## config.mk

```make
export PLATFORM = sky130hd
export DESIGN_NAME = irq_nest_ctrl
export DESIGN_NICKNAME = d
export VERILOG_FILES = /design/src/rtl/irq_pkg.sv /design/src/rtl/irq_ext_cond.sv /design/src/rtl/irq_cap_edge.sv /design/src/rtl/irq_arbiter.sv /design/src/rtl/irq_nest_ctrl.sv
export SDC_FILE = /design/constraint.sdc
export NUM_CORES = 1
export LEC_CHECK = 0
export ABC_AREA = 1
export BUFFER_PORTS_ARGS = -buffer_cell sky130_fd_sc_hd__buf_4
export CAP_MARGIN = 5
export CORE_MARGIN = 3
export CORE_UTILIZATION = 45
export DETAILED_ROUTE_END_ITERATION = 8
export GPL_ROUTABILITY_DRIVEN = 0
export HOLD_SLACK_MARGIN = 0.06
export PLACE_DENSITY = 0.83
export SLEW_MARGIN = 5
export SYNTH_ARGS = -nofsm -noshare
export SYNTH_HDL_FRONTEND = slang
export SYNTH_SLANG_ARGS = --single-unit
```

## constraint.sdc

```tcl
create_clock -name clk -period 2.2 [get_ports clk]
set_clock_uncertainty 0.05 [all_clocks]
set_input_delay 0.11 -clock clk [delete_from_list [all_inputs] [get_ports clk]]
set_output_delay 0.11 -clock clk [all_outputs]
set_load 0.02 [all_outputs]
```

## src/rtl/irq_pkg.sv

```systemverilog
package irq_pkg;

    localparam int NSRC = 15;
    localparam int NEXT = 2;
    localparam int NCAP = 4;
    localparam int NPER = NSRC - NEXT - NCAP;
    localparam int VW   = $clog2(NSRC);

    typedef enum logic [VW-1:0] {
        SRC_EXA  = 4'd0,
        SRC_EXB  = 4'd1,
        SRC_TMA  = 4'd2,
        SRC_TMB  = 4'd3,
        SRC_CP0  = 4'd4,
        SRC_CP1  = 4'd5,
        SRC_CP2  = 4'd6,
        SRC_CP3  = 4'd7,
        SRC_CM0  = 4'd8,
        SRC_CM1  = 4'd9,
        SRC_CM2  = 4'd10,
        SRC_T2OV = 4'd11,
        SRC_ADC  = 4'd12,
        SRC_CAN  = 4'd13,
        SRC_UART = 4'd14
    } src_e;

    typedef logic [NSRC-1:0] srcvec_t;

    typedef struct packed {
        logic          valid;
        logic [VW-1:0] idx;
    } pick_t;

    typedef struct packed {
        logic in_hi;
        logic in_lo;
    } insvc_t;

    localparam srcvec_t CAP_MASK = srcvec_t'(((1 << NCAP) - 1) << int'(SRC_CP0));

    // Lowest set index wins: fixed order among equal levels.
    function automatic pick_t pick_first(input srcvec_t v);
        pick_t p;
        p.valid = 1'b0;
        p.idx   = '0;
        for (int i = NSRC - 1; i >= 0; i--) begin
            if (v[i]) begin
                p.valid = 1'b1;
                p.idx   = VW'(i);
            end
        end
        return p;
    endfunction

endpackage

```

## src/rtl/irq_ext_cond.sv

```systemverilog
module irq_ext_cond
    import irq_pkg::*;
#(
    parameter int N = NEXT
) (
    input  logic         clk,
    input  logic         rst,
    input  logic [N-1:0] pin_n,
    input  logic [N-1:0] edge_mode,
    input  logic [N-1:0] clr,
    output logic [N-1:0] req
);

    for (genvar i = 0; i < N; i++) begin : g_pin
        logic smp_q, smp_d, latch_q;

        always_ff @(posedge clk) begin
            if (rst) begin
                smp_q   <= 1'b1;
                smp_d   <= 1'b1;
                latch_q <= 1'b0;
            end else begin
                smp_q <= pin_n[i];
                smp_d <= smp_q;
                if (!edge_mode[i])
                    latch_q <= 1'b0;
                else if (smp_d && !smp_q)
                    latch_q <= 1'b1;
                else if (clr[i])
                    latch_q <= 1'b0;
            end
        end

        assign req[i] = edge_mode[i] ? latch_q : ~smp_q;

        // a latched edge survives until an acknowledge clears it
        p_edge_hold_r9: assert property (@(posedge clk) disable iff (rst)
            (edge_mode[i] && latch_q && !clr[i]) |=> latch_q);

        // acknowledge without a new edge empties the latch
        p_edge_clear_r9: assert property (@(posedge clk) disable iff (rst)
            (clr[i] && !(smp_d && !smp_q)) |=> !latch_q);
    end

endmodule

```

## src/rtl/irq_cap_edge.sv

```systemverilog
module irq_cap_edge
    import irq_pkg::*;
#(
    parameter int N = NCAP
) (
    input  logic         clk,
    input  logic         rst,
    input  logic [N-1:0] pin,
    input  logic [N-1:0] rise_en,
    input  logic [N-1:0] fall_en,
    input  logic         idle,
    input  logic [N-1:0] clr,
    output logic [N-1:0] flag
);

    for (genvar i = 0; i < N; i++) begin : g_cap
        logic smp_q, smp_d, flag_q, hit;

        assign hit = !idle && ((smp_q && !smp_d && rise_en[i]) ||
                               (!smp_q && smp_d && fall_en[i]));

        always_ff @(posedge clk) begin
            if (rst) begin
                smp_q  <= 1'b0;
                smp_d  <= 1'b0;
                flag_q <= 1'b0;
            end else begin
                smp_q <= pin[i];
                smp_d <= smp_q;
                if (hit)
                    flag_q <= 1'b1;
                else if (clr[i])
                    flag_q <= 1'b0;
            end
        end

        assign flag[i] = flag_q;

        // capture latch frozen while the capture timer is stopped
        p_idle_freeze_r12: assert property (@(posedge clk) disable iff (rst)
            (idle && !clr[i]) |=> (flag_q == $past(flag_q)));

        // acknowledge in idle always clears the latch
        p_cap_clear_r11: assert property (@(posedge clk) disable iff (rst)
            (idle && clr[i]) |=> !flag_q);
    end

endmodule

```

## src/rtl/irq_arbiter.sv

```systemverilog
module irq_arbiter
    import irq_pkg::*;
(
    input  logic          clk,
    input  logic          rst,
    input  srcvec_t       pend,
    input  srcvec_t       en,
    input  srcvec_t       hi,
    input  logic          glob_en,
    input  logic          dma_busy,
    input  logic          ack,
    input  logic          ret,
    output logic          req,
    output logic [VW-1:0] vec,
    output logic          take
);

    insvc_t  svc_q;
    srcvec_t live;
    pick_t   pk_hi, pk_lo;

    always_comb begin
        live  = pend & en & {NSRC{glob_en}};
        pk_hi = pick_first(live & hi);
        pk_lo = pick_first(live & ~hi);
        req   = 1'b0;
        vec   = '0;
        if (!dma_busy) begin
            if (!svc_q.in_hi && pk_hi.valid) begin
                req = 1'b1;
                vec = pk_hi.idx;
            end else if (!svc_q.in_hi && !svc_q.in_lo && pk_lo.valid) begin
                req = 1'b1;
                vec = pk_lo.idx;
            end
        end
    end

    assign take = ack && req;

    always_ff @(posedge clk) begin
        if (rst) begin
            svc_q <= '0;
        end else if (take) begin
            if (hi[vec]) svc_q.in_hi <= 1'b1;
            else         svc_q.in_lo <= 1'b1;
        end else if (ret) begin
            if (svc_q.in_hi) svc_q.in_hi <= 1'b0;
            else             svc_q.in_lo <= 1'b0;
        end
    end

    p_dma_quiet_r7: assert property (@(posedge clk) disable iff (rst)
        dma_busy |-> !req);

    p_hi_blocks_r5: assert property (@(posedge clk) disable iff (rst)
        svc_q.in_hi |-> !req);

    p_only_hi_over_lo_r4: assert property (@(posedge clk) disable iff (rst)
        (svc_q.in_lo && req) |-> hi[vec]);

    p_grant_enabled_r2: assert property (@(posedge clk) disable iff (rst)
        req |-> (glob_en && en[vec] && pend[vec]));

    p_ret_top_r6: assert property (@(posedge clk) disable iff (rst)
        (ret && !take && svc_q.in_hi) |=> (!svc_q.in_hi && svc_q.in_lo == $past(svc_q.in_lo)));

    p_ack_marks_r4: assert property (@(posedge clk) disable iff (rst)
        take |=> (svc_q.in_hi || svc_q.in_lo));

endmodule

```

## src/rtl/irq_nest_ctrl.sv

```systemverilog
module irq_nest_ctrl
    import irq_pkg::*;
(
    input  logic                 clk,
    input  logic                 rst,
    input  logic [NEXT-1:0]      ext_pin_n,
    input  logic [NEXT-1:0]      ext_edge,
    input  logic [NCAP-1:0]      cap_pin,
    input  logic [NCAP-1:0]      cap_rise,
    input  logic [NCAP-1:0]      cap_fall,
    input  logic [NPER-1:0]      periph_req,
    input  logic [NSRC-1:0]      src_en,
    input  logic [NSRC-1:0]      src_hi,
    input  logic                 glob_en,
    input  logic                 dma_busy,
    input  logic                 idle,
    input  logic                 irq_ack,
    input  logic                 irq_ret,
    output logic                 irq_req,
    output logic [VW-1:0]        irq_vec,
    output logic                 wake_req
);

    logic [NEXT-1:0] ext_req, ext_clr;
    logic [NCAP-1:0] cap_flag, cap_clr;
    srcvec_t         pend;
    logic            take;

    for (genvar i = 0; i < NEXT; i++) begin : g_eclr
        assign ext_clr[i] = take && (irq_vec == VW'(int'(SRC_EXA) + i));
    end
    for (genvar i = 0; i < NCAP; i++) begin : g_cclr
        assign cap_clr[i] = take && (irq_vec == VW'(int'(SRC_CP0) + i));
    end

    irq_ext_cond #(.N(NEXT)) u_ext (
        .clk       (clk),
        .rst       (rst),
        .pin_n     (ext_pin_n),
        .edge_mode (ext_edge),
        .clr       (ext_clr),
        .req       (ext_req)
    );

    irq_cap_edge #(.N(NCAP)) u_cap (
        .clk     (clk),
        .rst     (rst),
        .pin     (cap_pin),
        .rise_en (cap_rise),
        .fall_en (cap_fall),
        .idle    (idle),
        .clr     (cap_clr),
        .flag    (cap_flag)
    );

    always_comb begin
        pend                      = '0;
        pend[SRC_EXA]             = ext_req[0];
        pend[SRC_EXB]             = ext_req[1];
        pend[SRC_TMA]             = periph_req[0];
        pend[SRC_TMB]             = periph_req[1];
        pend[SRC_CP3:SRC_CP0]     = cap_flag;
        pend[SRC_UART:SRC_CM0]    = periph_req[NPER-1:2];
    end

    irq_arbiter u_arb (
        .clk      (clk),
        .rst      (rst),
        .pend     (pend),
        .en       (src_en),
        .hi       (src_hi),
        .glob_en  (glob_en),
        .dma_busy (dma_busy),
        .ack      (irq_ack),
        .ret      (irq_ret),
        .req      (irq_req),
        .vec      (irq_vec),
        .take     (take)
    );

    assign wake_req = glob_en && |(pend & src_en & ~CAP_MASK);

    // a capture latch alone never raises the wake line
    p_cap_no_wake_r12: assert property (@(posedge clk) disable iff (rst)
        (periph_req == '0 && ext_req == '0) |-> !wake_req);

endmodule

```

-- Word level (Yosys, flattened, before mapping)
Cells that the tools add are included.
- memories: 0
- logic and storage cells: 158
- bits in latches: 0
- memory bits (writable): 0
- bits in read-only memories: 0
- output and inout port bits: 6
- register bits after elaboration: 20
- muxes and demuxes: 57
- shifts and indexed selects: 0
- $lt $le $gt $ge: 1
- $mul: 0
- $add $sub $neg: 0
- reduce and logical (&&, ||, !) cells: 63
- bitwise logic cells: 9
- divide/modulo/power cells: 0
- equal/unequal tests: 8
- operator list (operator ; count):
    5-bit 2-to-1 mux ; 30
    15-bit AND ; 4
    1-bit logical AND ; 33
    1-bit 2-to-1 mux ; 21
    4-bit by 3-bit equality test with 1-bit output (second input constant) ; 4
    15-bit inverter ; 1
    2-bit nonzero test ; 7
    1-bit logical NOT ; 13
    4-bit 2-to-1 mux ; 3
    11-bit OR reduction ; 1
    4-bit by 5-bit < comparator with 1-bit output (second input constant) ; 1
    1-bit binary-select mux with 4-bit select ; 1
    4-bit by 1-bit equality test with 1-bit output (second input constant) ; 1
    4-bit logical NOT ; 1
    1-bit logical OR ; 4
    2-bit 2-to-1 mux ; 2
    2-bit inequality test (second input constant) ; 2
    1-bit inverter ; 4
    2-bit OR reduction ; 2
    3-bit AND reduction ; 1
    2-bit by 1-bit inequality test with 1-bit output (second input constant) ; 1
    2-bit AND reduction ; 1

-- Longest topological paths before layout
Gate-level depths: netlist of the first run.
- word-level depth: 28
- gate-level depth with buffers: 29

-- By module
Synthesis of the first run repeated with hierarchy kept, for this count alone.
- cells, all modules: 338
- area, all modules: 1894.3 sq um
- modules (own cells, without submodules) (module ; area an instance (sq um) ; sequential area each (sq um) ; instances ; cells each):
    irq_arbiter ; 1021.0 ; 40.0 ; 1 ; 208
    irq_cap_edge ; 505.5 ; 240.2 ; 1 ; 67
    irq_ext_cond ; 216.5 ; 120.1 ; 1 ; 27
    irq_nest_ctrl ; 151.4 ; 0.0 ; 1 ; 36

-- Least setup slack after synthesis of the first run
OpenSTA, ideal clock, no wires.
- path type: register -> register
- start point: register u_ext.g_pin[0].latch_q
- end point: register u_cap.g_cap[2].flag_q
- period minus slack after synthesis: 2.339 ns
- slack: -0.139 ns
- library setup time: 0.132 ns
- stages on the path, launching flop included: 22
- buffers on the path: 0
- required time: 2.018 ns
- data arrival time: 2.157 ns
- path through: dfxtp_1 -> inv_1 -> nand2_1 -> nand3_1 -> nor2_2 -> nand2_1 -> nand2_1 -> inv_1 -> nand2_1 -> nor2_1 -> nand2_1 -> nand3_1 -> nand2_1 -> nand2_2 -> nor2_1 -> inv_1 -> nor2_1 -> inv_1 -> nor2_2 -> nand3_1 -> nand2_1 -> a21oi_1
- word-level cells in the longest chain between the ends: 12
- ends and longest elaborated chain (element ; line ; RTL):
    start, declared ; irq_ext_cond.sv:15 ; logic smp_q, smp_d, latch_q;
    start signal, assigned ; irq_ext_cond.sv:21 ; latch_q <= 1'b0;
    start signal, assigned ; irq_ext_cond.sv:26 ; latch_q <= 1'b0;
    start signal, assigned ; irq_ext_cond.sv:28 ; latch_q <= 1'b1;
    1-bit 2-to-1 mux * ; irq_ext_cond.sv:34 ; assign req[i] = edge_mode[i] ? latch_q : ~smp_q;
    15-bit AND * (2 in series) ; irq_arbiter.sv:23 ; live = pend & en & {NSRC{glob_en}};
    15-bit AND ; irq_arbiter.sv:25 ; pk_lo = pick_first(live & ~hi);
    5-bit 2-to-1 mux ; irq_pkg.sv:47 ; if (v[i]) begin
    1-bit logical AND ; irq_arbiter.sv:32 ; end else if (!svc_q.in_hi && !svc_q.in_lo && pk_lo.valid) begin
    4-bit 2-to-1 mux ; irq_arbiter.sv:32 ;
    4-bit 2-to-1 mux * ; irq_arbiter.sv:29 ; if (!svc_q.in_hi && pk_hi.valid) begin
    4-bit 2-to-1 mux * ; irq_arbiter.sv:28 ; if (!dma_busy) begin
    via irq_vec[2] ; irq_nest_ctrl.sv:20 ; output logic [VW-1:0] irq_vec,
    4-bit by 3-bit equality test with 1-bit output * ; irq_nest_ctrl.sv:33 ; assign cap_clr[i] = take && (irq_vec == VW'(int'(SRC_CP0) + i));
    1-bit logical AND * ; irq_nest_ctrl.sv:33 ;
    2-bit nonzero test (no line) * ; n/a ;
    end signal, assigned ; irq_cap_edge.sv:26 ; flag_q <= 1'b0;
    end signal, assigned ; irq_cap_edge.sv:31 ; flag_q <= 1'b1;
    end signal, assigned ; irq_cap_edge.sv:33 ; flag_q <= 1'b0;
    end, declared ; irq_cap_edge.sv:17 ; logic smp_q, smp_d, flag_q, hit;
The timed path passes the listed nets; every way through them passes the cells marked *.
A chain may end at the register's enable or synchronous reset.

-- Worst setup path after layout of the first run
- start point: register u_ext.g_pin[0].smp_q
- end point: register u_arb.svc_q[0] (netlist name)
- word-level cells in the longest chain between the ends: 14
- ends and longest elaborated chain (element ; line ; RTL):
    start, declared ; irq_ext_cond.sv:15 ;
    start signal, assigned ; irq_ext_cond.sv:23 ; smp_q <= pin_n[i];
    1-bit inverter * ; irq_ext_cond.sv:34 ;
    1-bit 2-to-1 mux * ; irq_ext_cond.sv:34 ;
    15-bit AND * (2 in series) ; irq_arbiter.sv:23 ;
    15-bit AND ; irq_arbiter.sv:25 ;
    5-bit 2-to-1 mux ; irq_pkg.sv:47 ;
    1-bit logical AND ; irq_arbiter.sv:32 ;
    4-bit 2-to-1 mux ; irq_arbiter.sv:32 ;
    4-bit 2-to-1 mux ; irq_arbiter.sv:29 ;
    4-bit 2-to-1 mux ; irq_arbiter.sv:28 ;
    1-bit binary-select mux with 4-bit select ; irq_arbiter.sv:45 ; if (hi[vec]) svc_q.in_hi <= 1'b1;
    1-bit 2-to-1 mux (not written as such) ; irq_arbiter.sv:45 ;
    2-bit inequality test (no line) ; n/a ;
    3-bit AND reduction (no line) ; n/a ;
    end, declared ; irq_arbiter.sv:18 ; insvc_t svc_q;
Mark *: on every way between the ends. The rest lies on a longest branch, timed or not. The select of a mux whose other input is x is not followed.

==> out/qor.yml, run 1 <==
pwr:
  internal-power_mw: 0.9670
  p_leak_nw: 1.731
  pwr-share-comb_pct: 50.5
  clkPwrFrac_pct: 24.3
  finalPower_mw: 1.547
  ir_drop_mv: 0.4075
  p_sw_mw: 0.5796
  switching_share_pct: 37.47
  powerDensity_mw_per_mm2: 481.0
  p_seq_share_pct: 25.2
synthesis:
  synth-compound-area-share_pct: 5.414
  async_flop_share_pct: 0
  yosys.area.top_type: "nand2_1"
  synth-edff-count: 0
  synth-xor-area-share_pct: 0
  netlist_top_cells_count: "nand2_1, inv_1, nor2_1"
  synth_top_family_by_area: "simple AND/OR/NAND/NOR gates"
  synth.area.top_cells: "nand2_1, dfxtp_1, inv_1, nor2_1, nand3_1"
  synth_fa_ha_area_share_pct: 0
  yosysMostFrequentCell: "nand2_1"
  netlist_area_sq_mm: 0.001872
  ys_warn_count: 0
  synth_seq_area_share_pct: 21.39
  synth-simple-area-share_pct: 56.62
  ys_ff_latch: 20
  synthFlopType: "dfxtp_1"
  synth_cell_types: 28
  synthMuxAreaShare_pct: 0
  synth_nets: 409
  synth_cells: 347
  syn_area_per_cell_sq_um: 5.394
  synth_top_area_share_pct: 22.86
route:
  drc: 0
  drt_pass1_iterations: 6
  postRouteAntennaNets: 0
  drtIter0Drc: 389
  wl_per_cell_um: 16.29
  vias: 2868
  via_per_inst: 5.526
  routed_wl_mm: 8.457
timing:
  hold_viol: 0
  period_share_pct: 131.3
  max_freq_mhz: 346.3
  worstMarginPinSlew_ps: 619.7
  setup_viol: 12
  maxSlewHeadroom_pct: 58.43
  setup_tns_ps: -3516
  slew_viol_final: 0
  fin_hold_ws_ps: 87.57
  rsz0062_at_grt: "true"
  finalCriticalPeriod_ps: 2888
  setup_ws_ps: -688.1
clock_tree:
  clock_path_buffers: 2
  numCtsBuffers: 3
  cts.clk_slew.worst_paths_ps: 90
  ctsHtreeMaxLevel: 1
  cts_root_buf: "clkbuf_8"
  clock_latency_ps: 270
  tritoncts: "yes"
  cts.sinks: 20
worst_setup_path:
  rr_worst_depth: 23
  cp.arrival_ps: 3010
  path_class: "flip-flop to flip-flop"
  worstReg2RegEnd: "u_arb.svc_q[0]"
  critPathRequiredTime_ps: 2320
  r2r_start: "u_ext.g_pin[0].smp_q"
  rrSetupSlack_ps: -690
  worstSetupStartpointType: "flip-flop"
  cp_max_fo: 4
  end_kind: "flip-flop"
hold_path:
  min_from: "rst"
  hold_path_class: "primary input to flip-flop"
  whs_path_depth: 2
  hold_end: "u_ext.g_pin[0].latch_q"
placed_design:
  dp_hpwl_mm: 4.656
  placed_cell_area_sq_mm: 0.002600
  portBuffers: 67
grt:
  met2_usage_pct: 42.93
  grt_pass1_vias: 2488
  grt-ovfl-total: 0
  grt.total_usage_pct: 25.38
  grt_pass1_wl_mm: 10.36
  antenna_found_initial: 0
  grt_use_met3_pct: 4.604
  grt_max_degree: 19
  top_usage_layer: "met2"
  grt_util_met1_pct: 29.33
finish:
  n_antenna_cell: 0
  drive_gt1_share_pct: 43.95
  utilization_pct: 84.04
  final_cell_area_sq_mm: 0.003216
  area_growth_pct: 71.79
  nets: 534
die:
  row_count: 22
  die_h_um: 70.50
  pin_count: 68
  core_area_sq_mm: 0.003826
  die_w_um: 70.50
  start_util_pct: 48.92
  die-area_sq_mm: 0.004970
status:
  violations: "setup timing"
  status: "complete, but fails checks"
job:
  maxCapViolCount: 0
[power groups by stage]
stage                     Clock, mW  Sequential, mW  Combinational, mW
after global placement            0           0.395              0.504
after global routing          0.393           0.391              0.824
after floorplan                   0           0.394              0.294
after detailed placement          0           0.396              0.513
final                         0.375           0.390              0.781
after CTS                     0.372           0.389              0.579
[sequential cells by signal, summed over array words and instances (netlist names)]
register / count
u_cap.g_cap.smp_q: 4
u_cap.g_cap.smp_d: 4
u_ext.g_pin.smp_d: 2
u_cap.g_cap.flag_q: 4
u_ext.g_pin.smp_q: 2
u_ext.g_pin.latch_q: 2
u_arb.svc_q: 2
[critical path: stages, from the launching register on]
cell and delay, ps:
dfxtp_2 350, nand2_1 70, nand3_2 110, nor2_4 60
nand2_1 90, nand2_2 60, inv_2 70, nand2_2 70
nor2_4 120, nand2_2 90, buf_4 150, buf_4 130
nand3_2 80, nand2_2 60, nor2_4 180, inv_1 150
nand3_1 150, nand3_1 130, nor2_2 200, inv_1 80
nand2_1 90, nand3_2 90, nand2_1 120, inv_1 50
[what timing repair did]
| item | in CTS | in global routing |
|---|---|---|
| pin swaps | 17 | 25 |
| setup endpoints to repair | 11 | 13 |
| hold buffers | 6 | 0 |
| resized for setup | 23 | 63 |
| gates cloned | 1 | 0 |
| endpoints found under the hold margin | 6 | 0 |
| setup buffers | 12 | 16 |
[placed cells by master (no fill, tap or decap), types with 2 or more instances in the layout]
master         instances
nor2_1                41
nor3_1                 7
dlygate4sd3_1          6
inv_2                  9
a22oi_2                2
a21oi_1                6
nand2_8                2
nand2_2               22
and2_4                 2
buf_4                107
nand4_1                7
clkbuf_8               3
nor2_2                 7
nor2_4                11
inv_1                 55
dfxtp_1               16
inv_4                  3
buf_6                 11
nand2_4                5
nand3_2                9
or2_2                  2
nand3_1               22
o21ai_4                2
nand2_1               97
dfxtp_2                4
[per-layer routing]
layer  wire, um  vias up
li1           -     1310
met1       2869     1226
met2       4032      248
met3        877       84
met4        678        0
met5          0        -
[cell families (layout without fill, tap and decap cells)]
| logic type | Yosys count | after routing |
|---|---|---|
| simple gates | 237 | 238 |
| buf+inv | 74 | 197 |
| flops | 20 | 20 |
| compound gates | 16 | 16 |
[worst max-delay path by stage]
stage                                 startpoint             end  cells past startpoint
final                       u_ext.g_pin[0].smp_q  u_arb.svc_q[0]                     23
after global routing       u_cap.g_cap[0].flag_q  u_arb.svc_q[0]                     20
after floorplan           u_ext.g_pin[0].latch_q  u_arb.svc_q[0]                     24
after global placement      u_ext.g_pin[1].smp_q  u_arb.svc_q[1]                     23
after detailed placement  u_ext.g_pin[1].latch_q  u_arb.svc_q[0]                     23
after CTS                 u_ext.g_pin[1].latch_q  u_arb.svc_q[1]                     25
[through the flow]
step,setup WS (ps),cells
after CTS,-215.6,506
after global placement,-173.7,484
final,-688.1,519
after global routing,-773.7,519
after detailed placement,-207.8,484
after floorplan,18.91,347
[final cells by class]
class,instances,area [sq um]
clock buffer,3,41.29
multi-input combinational,254,1409
fill,224,610.6
sequential,20,405.4
clock inverter,1,30.03
tap,48,60.06
inverter,68,262.8
timing repair buffer,125,1007
Power figures use the tool's default switching activity.
==> run 2, diff against run 1 <==
--- a/config.mk
+++ b/config.mk
@@ -12,7 +12,7 @@
 export CORE_UTILIZATION = 45
 export DETAILED_ROUTE_END_ITERATION = 8
 export GPL_ROUTABILITY_DRIVEN = 0
-export HOLD_SLACK_MARGIN = 0.06
+export HOLD_SLACK_MARGIN = 0.12
 export PLACE_DENSITY = 0.83
 export SLEW_MARGIN = 5
 export SYNTH_ARGS = -nofsm -noshare
==> out/qor.yml, run 2 (synthesis results as in run 1) <==
clock_tree:
  cts_root_buf: "clkbuf_8"
  ctsHtreeMaxLevel: 1
  numCtsBuffers: 3
  tritoncts: "yes"
  cts.sinks: 20
  cts.clk_slew.worst_paths_ps: 90
  clock_path_buffers: 2
  clock_latency_ps: 270
worst_setup_path:
  startpoint: "u_ext.g_pin[0].smp_q"
  rr_worst_depth: 23
  critPathRequiredTime_ps: 2330
  cp.arrival_ps: 2890
  end_kind: "flip-flop"
  path_class: "flip-flop to flip-flop"
  worstSetupStartpointType: "flip-flop"
  r2r_start: "u_ext.g_pin[0].smp_q"
  cp_max_fo: 4
hold_path:
  min_from: "ext_edge[1]"
  hold_path_class: "primary input to flip-flop"
  whs_path_depth: 4
die:
  core_area_sq_mm: 0.003826
  row_count: 22
  pin_count: 68
  die_h_um: 70.50
  die_w_um: 70.50
  start_util_pct: 48.92
  die-area_sq_mm: 0.004970
pwr:
  powerDensity_mw_per_mm2: 476.4
  p_leak_nw: 1.762
  ir_drop_mv: 0.4848
timing:
  rsz0062_at_grt: "true"
  finalCriticalPeriod_ps: 2765
  period_share_pct: 125.7
  maxSlewHeadroom_pct: 57.78
  fin_hold_ws_ps: 128.6
  worstMarginPinSlew_ps: 629.3
  setup_viol: 13
  max_freq_mhz: 361.7
  slew_viol_final: 0
  setup_ws_ps: -564.5
  hold_viol: 0
grt:
  grt_pass1_wl_mm: 10.63
  grt.total_usage_pct: 26.10
  grt_pass1_vias: 2520
  antenna_found_initial: 0
  grt-ovfl-total: 0
  grt_max_degree: 19
finish:
  reg_top3: "u_cap.g_cap.flag_q (4), u_cap.g_cap.smp_d (4), u_cap.g_cap.smp_q (4)"
  layout_commonest_cell: "buf_4"
  fin_cells: 525
  mostFrequentLayoutCells: "buf_4, nand2_1, inv_1"
  drive_gt1_share_pct: 43.40
  multi_input_area_sq_mm: 0.001409
  ff_latch_area_sq_um: 405.4
  nets: 540
  n_antenna_cell: 0
  area_growth_pct: 75.00
  n_fill_cell: 206
route:
  drtIter0Drc: 504
  routed_wl_mm: 8.785
  drt_pass1_iterations: 5
  wl_per_cell_um: 16.73
  via_per_inst: 5.589
  postRouteAntennaNets: 0
  drc: 0
  vias: 2934
status:
  violations: "setup timing"
  status: "complete, but fails checks"
placed_design:
  dp_hpwl_mm: 4.656
  dpl.cell_count: 484
  dpl_worst_slack_ps: -207.8
  portBuffers: 67
job:
  maxCapViolCount: 0
[run 2: cell count changes in the layout (fill, tap and decap cells not counted), sizes merged]
cell / previous run / this run
dlygate4sd3: 6 / 12
[run 2: stage by stage]
| step | utilization, % | power [mW] | cell area [sq um] | setup TNS, ps |
|---|---|---|---|---|
| after global routing | 85.61 | 1.616 | 3276 | -4582 |
| after detailed placement | 67.95 | 0.9090 | 2600 | -1474 |
| final | 85.61 | 1.561 | 3276 | -3581 |
| after CTS | 77.53 | 1.348 | 2967 | -1162 |
| after floorplan | - | 0.6879 | 1879 | 0 |
| after global placement | 67.95 | 0.8997 | 2600 | -977.9 |
[run 2: layout make-up]
class	instances	area share, %
well taps	48	1.833
multi-input cells	254	43.01
flip-flops and latches	20	12.38
clock inverters	1	0.9167
clock buffers	3	1.261
inverters	68	8.021
repair buffers	131	32.58
[run 2: critical path, stage by stage, from the launching register on]
cell,delay [ps]
dfxtp_2,350
nand2_1,70
nand3_2,110
nor2_4,60
nand2_1,90
nand2_2,60
inv_2,70
nand2_2,70
nor2_4,120
nand2_2,90
buf_4,150
buf_4,130
nand3_2,80
nand2_2,60
nor2_4,180
inv_1,120
nand3_1,120
nand3_1,110
nor2_2,190
inv_1,80
nand2_1,80
nand3_2,80
nand2_1,100
inv_1,40
[run 2: final timing paths]
check	endpoint	slack [ps]
hold / removal	u_ext.g_pin[1].latch_q	130
setup reg to reg	u_arb.svc_q[0]	-560
setup / recovery	u_arb.svc_q[0]	-560
hold reg to reg	u_cap.g_cap[0].smp_d	400
[run 2: where the power goes]
part	total, mW	switching [mW]	internal [mW]
Clock	0.376	0.133	0.243
Combinational	0.794	0.443	0.351
Sequential	0.391	0.0104	0.380
Total	1.56	0.586	0.974
[run 2: per-layer routing]
layer,global-route usage (%),part of all wire [%],vias up
li1,-,-,1311
met1,29.97,35,1274
met2,44.59,47,255
met3,4.748,9.7,94
met4,15.32,8.8,0
met5,0,0,-
[run 2: what timing repair did]
action | 4_1_cts | 5_1_grt
setup buffers | 12 | 16
gates resized for setup | 23 | 63
pin swaps | 17 | 25
endpoints found under the setup margin | 11 | 13
endpoints found under the hold margin | 15 | 0
hold buffers | 12 | 0
cloned | 1 | 0
==> run 3, diff against run 2 <==
--- a/config.mk
+++ b/config.mk
@@ -14,6 +14,7 @@
 export GPL_ROUTABILITY_DRIVEN = 0
 export HOLD_SLACK_MARGIN = 0.12
 export PLACE_DENSITY = 0.83
+export SKIP_CTS_REPAIR_TIMING = 1
 export SLEW_MARGIN = 5
 export SYNTH_ARGS = -nofsm -noshare
 export SYNTH_HDL_FRONTEND = slang
==> out/qor.yml, run 3 (synthesis results as in run 1) <==
status:
  status: "complete, but fails checks"
  violations: "setup timing"
route:
  drtIter0Drc: 358
  drc: 0
  postRouteAntennaNets: 0
  routed_wl_mm: 6.730
  vias: 2601
  via_per_inst: 5.181
  wl_per_cell_um: 13.41
  drt_pass1_iterations: 5
clock_tree:
  ctsHtreeMaxLevel: 1
  clock_path_buffers: 2
  tritoncts: "yes"
  cts.sinks: 20
  clock_latency_ps: 260
  cts_root_buf: "clkbuf_8"
  cts.clk_slew.worst_paths_ps: 80
  numCtsBuffers: 3
placed_design:
  portBuffers: 67
  dp_hpwl_mm: 4.656
timing:
  worstMarginPinSlew_ps: 562.0
  slew_viol_final: 0
  hold_viol: 0
  setup_tns_ps: -3144
  maxSlewHeadroom_pct: 62.30
  setup_ws_ps: -495.8
  setup_viol: 13
  finalCriticalPeriod_ps: 2696
  max_freq_mhz: 370.9
  rsz0062_at_grt: "true"
  period_share_pct: 122.5
pwr:
  p_seq_share_pct: 27.9
  finalPower_mw: 1.394
  p_sw_mw: 0.4887
  ir_drop_mv: 0.4013
  p_leak_nw: 1.629
  powerDensity_mw_per_mm2: 470.0
  clkPwrFrac_pct: 26.5
  switching_share_pct: 35.07
  pwr-share-comb_pct: 45.6
  internal-power_mw: 0.9049
die:
  start_util_pct: 48.92
  die_w_um: 70.50
  core_area_sq_mm: 0.003826
  row_count: 22
  pin_count: 68
  die-area_sq_mm: 0.004970
  die_h_um: 70.50
job:
  maxCapViolCount: 0
finish:
  mostFrequentLayoutCells: "nand2_1, buf_4, inv_1"
  area_growth_pct: 58.42
  n_antenna_cell: 0
  layout_commonest_cell: "nand2_1"
  reg_top3: "u_cap.g_cap.flag_q (4), u_cap.g_cap.smp_d (4), u_cap.g_cap.smp_q (4)"
  drive_gt1_share_pct: 38.33
  n_fill_cell: 286
  utilization_pct: 77.50
  nets: 517
grt:
  grt_max_degree: 19
  grt_pass1_vias: 2314
  grt-ovfl-total: 0
  grt.total_usage_pct: 23.00
  grt_util_met1_pct: 27.92
  top_usage_layer: "met2"
  grt_pass1_wl_mm: 9.466
  met2_usage_pct: 39.09
  antenna_found_initial: 0
  grt_use_met3_pct: 4.173
worst_setup_path:
  worstSetupStartpointType: "flip-flop"
  cp_max_fo: 5
  end_kind: "flip-flop"
  path_class: "flip-flop to flip-flop"
  cp.arrival_ps: 2800
  critPathRequiredTime_ps: 2300
hold_path:
  hold_path_class: "primary input to flip-flop"
==> run 3: cell type report <==
cell class | instances | area, sq um | share of cell area [%]
Multi-Input combinational cell | 254 | 1325 | 44.68
Timing Repair Buffer | 108 | 844.6 | 28.48
Sequential cell | 20 | 404.1 | 13.63
Inverter | 68 | 260.3 | 8.776
Tap cell | 48 | 60.06 | 2.025
Clock buffer | 3 | 41.29 | 1.392
Clock inverter | 1 | 30.03 | 1.013
==> run 3: critical path, stage by stage (launching register included) <==
cell and delay (ps):
dfxtp_2 330, nand2_1 140, nand3_4 110, nor2_4 150, nand2_2 80, nand2_1 70, inv_1 50, nand2_1 110
nor2_2 60, nand2_2 80, nand3_2 90, nand2_2 90, nand2_2 100, nor2_4 180, buf_4 160, nand4_1 130
nand3_2 100, nor2_2 50, nor2_1 160, nor2_2 50, nor2_1 150, nor2_1 80
==> run 3: power by group through the flow <==
stage	clock [mW]	sequential [mW]	combinational (mW)
final	0.369	0.389	0.635
after global routing	0.392	0.391	0.690
after floorplan	0	0.394	0.294
after detailed placement	0	0.396	0.513
after global placement	0	0.395	0.504
after CTS	0.372	0.388	0.515
==> run 3: path summary, 6_finish.rpt <==
path | from | endpoint | slack, ps | cells past startpoint
setup reg to reg | u_ext.g_pin[0].smp_q | u_arb.svc_q[1] | -500 | 21
hold / removal | rst | u_ext.g_pin[0].latch_q | 90 | 2
setup / recovery | u_ext.g_pin[0].smp_q | u_arb.svc_q[1] | -500 | 21
hold reg to reg | u_cap.g_cap[0].smp_q | u_cap.g_cap[0].smp_d | 400 | 2
==> run 3: per-stage QoR <==
stage	hold slack, ps	area (sq um)	instances	setup WS (ps)
after detailed placement	248.9	2600	484	-207.8
after global placement	246.6	2600	484	-173.7
after global routing	120.8	2965	502	-649.3
after CTS	-26.48	2671	488	-350.3
final	90.09	2965	502	-495.8
after floorplan	163.8	1879	347	18.91
==> run 3: routing by layer <==
metal  wire length [um]  vias up
met1               2585     1125
met4                366        0
met2               3210      158
met3                567       42
li1                   -     1276
met5                  0        -
